--- src/rtl/lat_trend_detector.sv ---
module lat_trend_detector #(
  parameter int LAT_W   = 6,
  parameter int K_SHIFT = 2,
  parameter int FRAC_W  = 4,
  parameter int WIN_LOG = 3
) (
  input  logic             clk_i,
  input  logic             rst_i,
  input  logic             valid_i,
  input  logic [LAT_W-1:0] lat_i,
  output logic             long_lat_o
);
  localparam int EW = LAT_W + FRAC_W;
  localparam int SW = LAT_W + WIN_LOG;

  logic [EW-1:0]      ewma_q, ewma_d, thr_fx;
  logic [LAT_W-1:0]   max_q, avg_q;
  logic [SW-1:0]      sum_q, sum_d;
  logic [WIN_LOG-1:0] cnt_q;
  logic [LAT_W:0]     mid_sum;
  logic               upd_q;

  assign ewma_d  = ewma_q - (ewma_q >> K_SHIFT) + (EW'(lat_i) << (FRAC_W - K_SHIFT));
  assign sum_d   = sum_q + SW'(lat_i);
  assign mid_sum = {1'b0, avg_q} + {1'b0, max_q};
  assign thr_fx  = EW'(mid_sum) << (FRAC_W - 1);

  always_ff @(posedge clk_i) begin
    if (rst_i) begin
      ewma_q     <= '0;
      max_q      <= '0;
      avg_q      <= '0;
      sum_q      <= '0;
      cnt_q      <= '0;
      upd_q      <= 1'b0;
      long_lat_o <= 1'b0;
    end else begin
      upd_q <= valid_i;
      if (upd_q) long_lat_o <= ewma_q > thr_fx;
      if (valid_i) begin
        ewma_q <= ewma_d;
        if (lat_i > max_q) max_q <= lat_i;
        cnt_q <= cnt_q + 1'b1;
        if (&cnt_q) begin
          avg_q <= LAT_W'(sum_d >> WIN_LOG);
          sum_q <= '0;
        end else begin
          sum_q <= sum_d;
        end
      end
    end
  end

  p_ewma_hold_r2: assert property (@(posedge clk_i) disable iff (rst_i)
    !valid_i |=> $stable(ewma_q));
  p_ewma_within_max_r2: assert property (@(posedge clk_i) disable iff (rst_i)
    ewma_q <= (EW'(max_q) << FRAC_W));
  p_max_covers_r3: assert property (@(posedge clk_i) disable iff (rst_i)
    valid_i |=> max_q >= $past(lat_i));
  p_max_hold_r8: assert property (@(posedge clk_i) disable iff (rst_i)
    !valid_i |=> $stable(max_q));
  p_avg_le_max_r4: assert property (@(posedge clk_i) disable iff (rst_i)
    avg_q <= max_q);
  p_flag_hold_r6: assert property (@(posedge clk_i) disable iff (rst_i)
    !$past(valid_i, 2) |-> $stable(long_lat_o));
endmodule

--- config.mk ---
export PLATFORM = sky130hd
export DESIGN_NAME = lat_trend_detector
export DESIGN_NICKNAME = d
export VERILOG_FILES = /design/src/rtl/lat_trend_detector.sv
export SDC_FILE = /design/constraint.sdc
export NUM_CORES = 1
export LEC_CHECK = 0
export BUFFER_PORTS_ARGS = -buffer_cell sky130_fd_sc_hd__buf_2
export CORE_AREA = 2 2 99 101
export DETAILED_ROUTE_END_ITERATION = 6
export DIE_AREA = 0 0 101 103
export HOLD_SLACK_MARGIN = 0.12
export PLACE_DENSITY = 0.53
export SYNTH_ARGS = -nofsm -noshare
export SYNTH_HDL_FRONTEND = slang
export SYNTH_SLANG_ARGS = --single-unit
--- constraint.sdc ---
create_clock -name clk_i -period 2.9 [get_ports clk_i]
set_input_delay 0.435 -clock clk_i [delete_from_list [all_inputs] [get_ports clk_i]]
set_output_delay 0.435 -clock clk_i [all_outputs]
set_load 0.03 [all_outputs]
* Word level (Yosys, flattened, before mapping)
Index checks and enable logic that the tools add are counted.
** Word-level totals
- Register bits after elaboration :: 36
- Bits of input ports :: 9
- Output and inout port bits :: 1
- Logic and storage cells :: 18
** Operators by class
- Add/sub/neg operators :: 5
- Magnitude comparators :: 2
- Multiplexer cells :: 1
- Reduce and logical (&&, ||, !) cells :: 3
** Operators by type and width (count)
- adder 10 x 8 -> 10 bit :: 1
- > comparator 10 bit :: 1
- subtractor 10 x 8 -> 10 bit :: 1
- adder 9 x 6 -> 9 bit :: 1
- 2-to-1 mux 9 bit :: 1
- adder 6 x 6 -> 7 bit :: 1
- > comparator 6 bit :: 1
- AND reduction 4 bit :: 1
- adder 3 x 1 -> 3 bit, second input constant :: 1
- AND reduction 3 bit :: 1
- AND reduction 2 bit :: 1

* Longest topological paths before layout
- Word-level depth :: 2
- Gate-level depth with buffers :: 12
- Gate-level depth less buffers :: 12

* Worst setup path after synthesis
OpenSTA, ideal clock, no wires.
- Path kind :: input-to-reg
- Start point :: input port lat_i[0]
- End point :: register ewma_q[9]
- Setup time :: 121 ps
- Arrival :: 2539 ps
- Required time :: 2779 ps
- Setup slack :: 241 ps
- Stages on the path :: 7
- Buffers on the path :: 0
- Cell sequence :: fa_1 fa_1 a211oi_1 o211ai_1 a21oi_1 mux2i_1 mux2_2
** On the way
- Cells in the longest elaborated chain, start to end :: 1
** RTL lines
- start: declaration :: line 10 : input logic [LAT_W-1:0] lat_i,
- adder 10 x 8 -> 10 bit :: line 23 : assign ewma_d = ewma_q - (ewma_q >> K_SHIFT) + (EW'(lat_i) << (FRAC_W - K_SHIFT));
- end signal: assignment :: line 41 : ewma_q <= ewma_d;
- end: declaration :: line 16 : logic [EW-1:0] ewma_q, ewma_d, thr_fx;
Every way passes these cells.
A chain may end at the register's enable or synchronous reset.

* Worst setup path after layout
- Start point :: register ewma_q[4]
- End point :: register ewma_q[9]
** On the way
- Cells in the longest elaborated chain, start to end :: 2
** RTL lines (line)
- subtractor 10 x 8 -> 10 bit :: 23
- adder 10 x 8 -> 10 bit :: 23
Every way passes these cells.

==> flow_metrics.env <==
export IMPL_syn_area_per_cell_sq_um=9.00
export IMPL_p_comb_share_pct=52.6
export IMPL_max_freq_mhz=372
export IMPL_synth_distinct_cells=49
export IMPL_crit_required_ps=3080
export IMPL_insertion_delay_ps=290
export IMPL_finalMaxSlewViolations=0
export IMPL_final_cell_mix="38 x inv_1, 37 x ha_1, 36 x dfxtp_1"
export IMPL_relSlewSlack_pct=41.6
export IMPL_skew_ps=6.34
export IMPL_holdPathStages=3
export IMPL_ant_nets=0
export IMPL_rsz0062_at_grt="no"
export IMPL_cts_sinks=36
export IMPL_synth_area_sq_mm=0.00276
export IMPL_root_buffer="clkbuf_8"
export IMPL_place_area_sq_mm=0.00294
export IMPL_critical_path_class="flop to flop"
export IMPL_synth_top_area_share_pct=26.1
export IMPL_clk_pin_slew_worst_paths_ps=80
export IMPL_clkPwrFrac_pct=19.5
export IMPL_arrival_ps=2870
export IMPL_avgViaCountPerCell=4.82
export IMPL_drt_total_wl_um=5810
export IMPL_synthArstFlopShare_pct=0
export IMPL_io_buffers=9
export IMPL_grt_pass1_vias=2151
export IMPL_numCtsBuffers=5
export IMPL_post_route_cell_area_sq_mm=0.00305
export IMPL_cellPowerDensity_mw_per_mm2=747
export IMPL_r2r_cells=8
export IMPL_gp_congestion=0.776
export IMPL_finalNonFillerCells=435
export IMPL_h_tree_depth=2
export IMPL_max_clock_path_buffers=2
export IMPL_yosysSeqAreaShare_pct=26.1
export IMPL_seqPwrFrac_pct=27.9
export IMPL_syn_nets=362
export IMPL_placed_cells=427
export IMPL_total_power_uw=2280
export IMPL_power_internal_uw=1390
export IMPL_synth_cells=307
export IMPL_dieWidth_um=101
export IMPL_p_sw_share_pct=39.2
export IMPL_crit_path_max_fanout=3
export IMPL_timing_final_crit_share_pct=92.8
export IMPL_fill_cells=1023
export IMPL_ys_ff_latch=36
export IMPL_setup_tns_final_ps=0
export IMPL_synth_area_top_cells="dfxtp_1 26%, ha_1 17%, fa_1 6.5%"
export IMPL_cts_setup_buffers=0
export IMPL_setup_viol=0
export IMPL_yosys_warnings=0
export IMPL_switching_power_uw=896
export IMPL_synth_edf_count=0
export IMPL_synth_ff_type="dfxtp_1"
export IMPL_layout_commonest_cell="inv_1"
export IMPL_antenna_found_initial=0
export IMPL_min_period_ps=2690
export IMPL_wl_per_cell_um=13.3
export IMPL_drt_iter0_drc=42
export IMPL_dieArea_sq_mm=0.0104
export IMPL_worst_slew_pin_slew_ps=876
export IMPL_n_antenna_cell=0
export IMPL_via_count=2096
export IMPL_grt_usage_pct=12.6
export IMPL_area_delta_synth_final_pct=10.6
export IMPL_io_pins=10
export IMPL_grt_first_pass_wirelength_um=10300
export IMPL_layout_drive_gt1_share_pct=10.6
export IMPL_hold_class="primary input to flop"
export IMPL_route_detailed_drc=0
export IMPL_start_util_pct=29.2
export IMPL_end_kind="flop"
export IMPL_core_area_sq_mm=0.00946
export IMPL_p_leak_uw=0.00135
export IMPL_ir_drop_uv=324
export IMPL_grt_max_degree=54
export IMPL_max_cap_viol_count=0
export IMPL_grt_overflow_total=0
export IMPL_die_y_um=103
export IMPL_start_kind="flop"
export IMPL_status="complete, no violations"
export IMPL_hold_viol=0
export IMPL_layout_nets=375
export IMPL_synth_top_area_cell="dfxtp_1"
export IMPL_rows=36
export IMPL_final_util_pct=32.3
export IMPL_dr_pass1_iters=4
export IMPL_cts_tree="built"
export IMPL_dp_hpwl_um=4460
[sequential cells by signal, indices dropped and copies added, names as in the netlist]
name,count
long_lat_o,1
upd_q,1
sum_q,9
ewma_q,10
avg_q,6
cnt_q,3
max_q,6
[logic make-up after synthesis]
kind of cell | after synthesis | synth area share, %
DFF | 36 | 26.1
muxes | 15 | 5.48
buffers and inverters | 49 | 7.65
AOI/OAI and AO/OA | 65 | 17.3
xor gates and xnor gates | 12 | 3.80
adders and majority gates | 46 | 23.3
and+or+nand+nor | 84 | 16.4
[synth_stat cells, types with 4 or more instances]
cell       n
o21ai_0    6
a22oi_1    5
nand2_1   13
nor2_1    26
xnor2_1    7
mux2i_1   14
inv_1     38
nand2b_1  13
dfxtp_1   36
xor2_1     5
ha_1      37
nand3_1    4
a211oi_1   6
a21oi_1   15
a21o_1     9
nand4b_1   4
fa_1       9
clkbuf_1   5
or4_1      5
[stage by stage]
| step | setup WS, ps | hold WS, ps |
|---|---|---|
| 2_1_floorplan | 241 | 437 |
| 3_3_place_gp | 26.6 | 463 |
| 3_5_place_dp | 17.0 | 469 |
| 4_1_cts | 121 | 459 |
| 5_1_grt | 4.01 | 479 |
| 6_report | 209 | 467 |
[area by class of cell]
class | instances | area [sq um] | share of cell area, %
flip-flops and latches | 36 | 721 | 23.6
multi-input cells | 222 | 1840 | 60.1
well taps | 114 | 143 | 4.67
clock buffers | 5 | 68.8 | 2.25
repair buffers | 16 | 97.6 | 3.20
clock inverters | 3 | 42.5 | 1.39
inverters | 39 | 146 | 4.79
[power by group through the flow]
stage | Combinational (uW) | Sequential (uW) | Clock [uW]
3_3_place_gp | 1160 | 649 | 0
5_1_grt | 1380 | 649 | 487
4_1_cts | 1190 | 638 | 468
6_report | 1200 | 636 | 446
3_5_place_dp | 1170 | 649 | 0
2_1_floorplan | 930 | 633 | 0
[metal layers]
layer	global-route usage [%]	vias to the layer above	part of all wire (%)
met5	0	-	0
met4	3.43	0	1.1
met3	2.03	5	1.5
met2	22.0	7	46
met1	16.2	975	51
li1	-	1109	-
[worst max-delay path: stages, from the launching register on]
cell      delay [ps]
dfxtp_1          370
inv_1            100
fa_1             490
fa_1             480
a211oi_2         260
o211ai_1         130
a21oi_1          190
mux2i_1          220
mux2_2           350
[repair_timing]
action / CTS / global route
gates resized for setup: 0 / 1
setup endpoints to repair: 0 / 1
hold buffers: 0 / 0
hold endpoints to repair: 0 / 0
[worst paths after layout]
kind,slack (ps),to,from
setup / recovery,210,ewma_q[9],ewma_q[4]
hold / removal,470,max_q[3],lat_i[3]
setup reg to reg,210,ewma_q[9],ewma_q[4]
hold reg to reg,480,avg_q[0],avg_q[0]
Note: power is estimated with default switching activity, not from simulation.
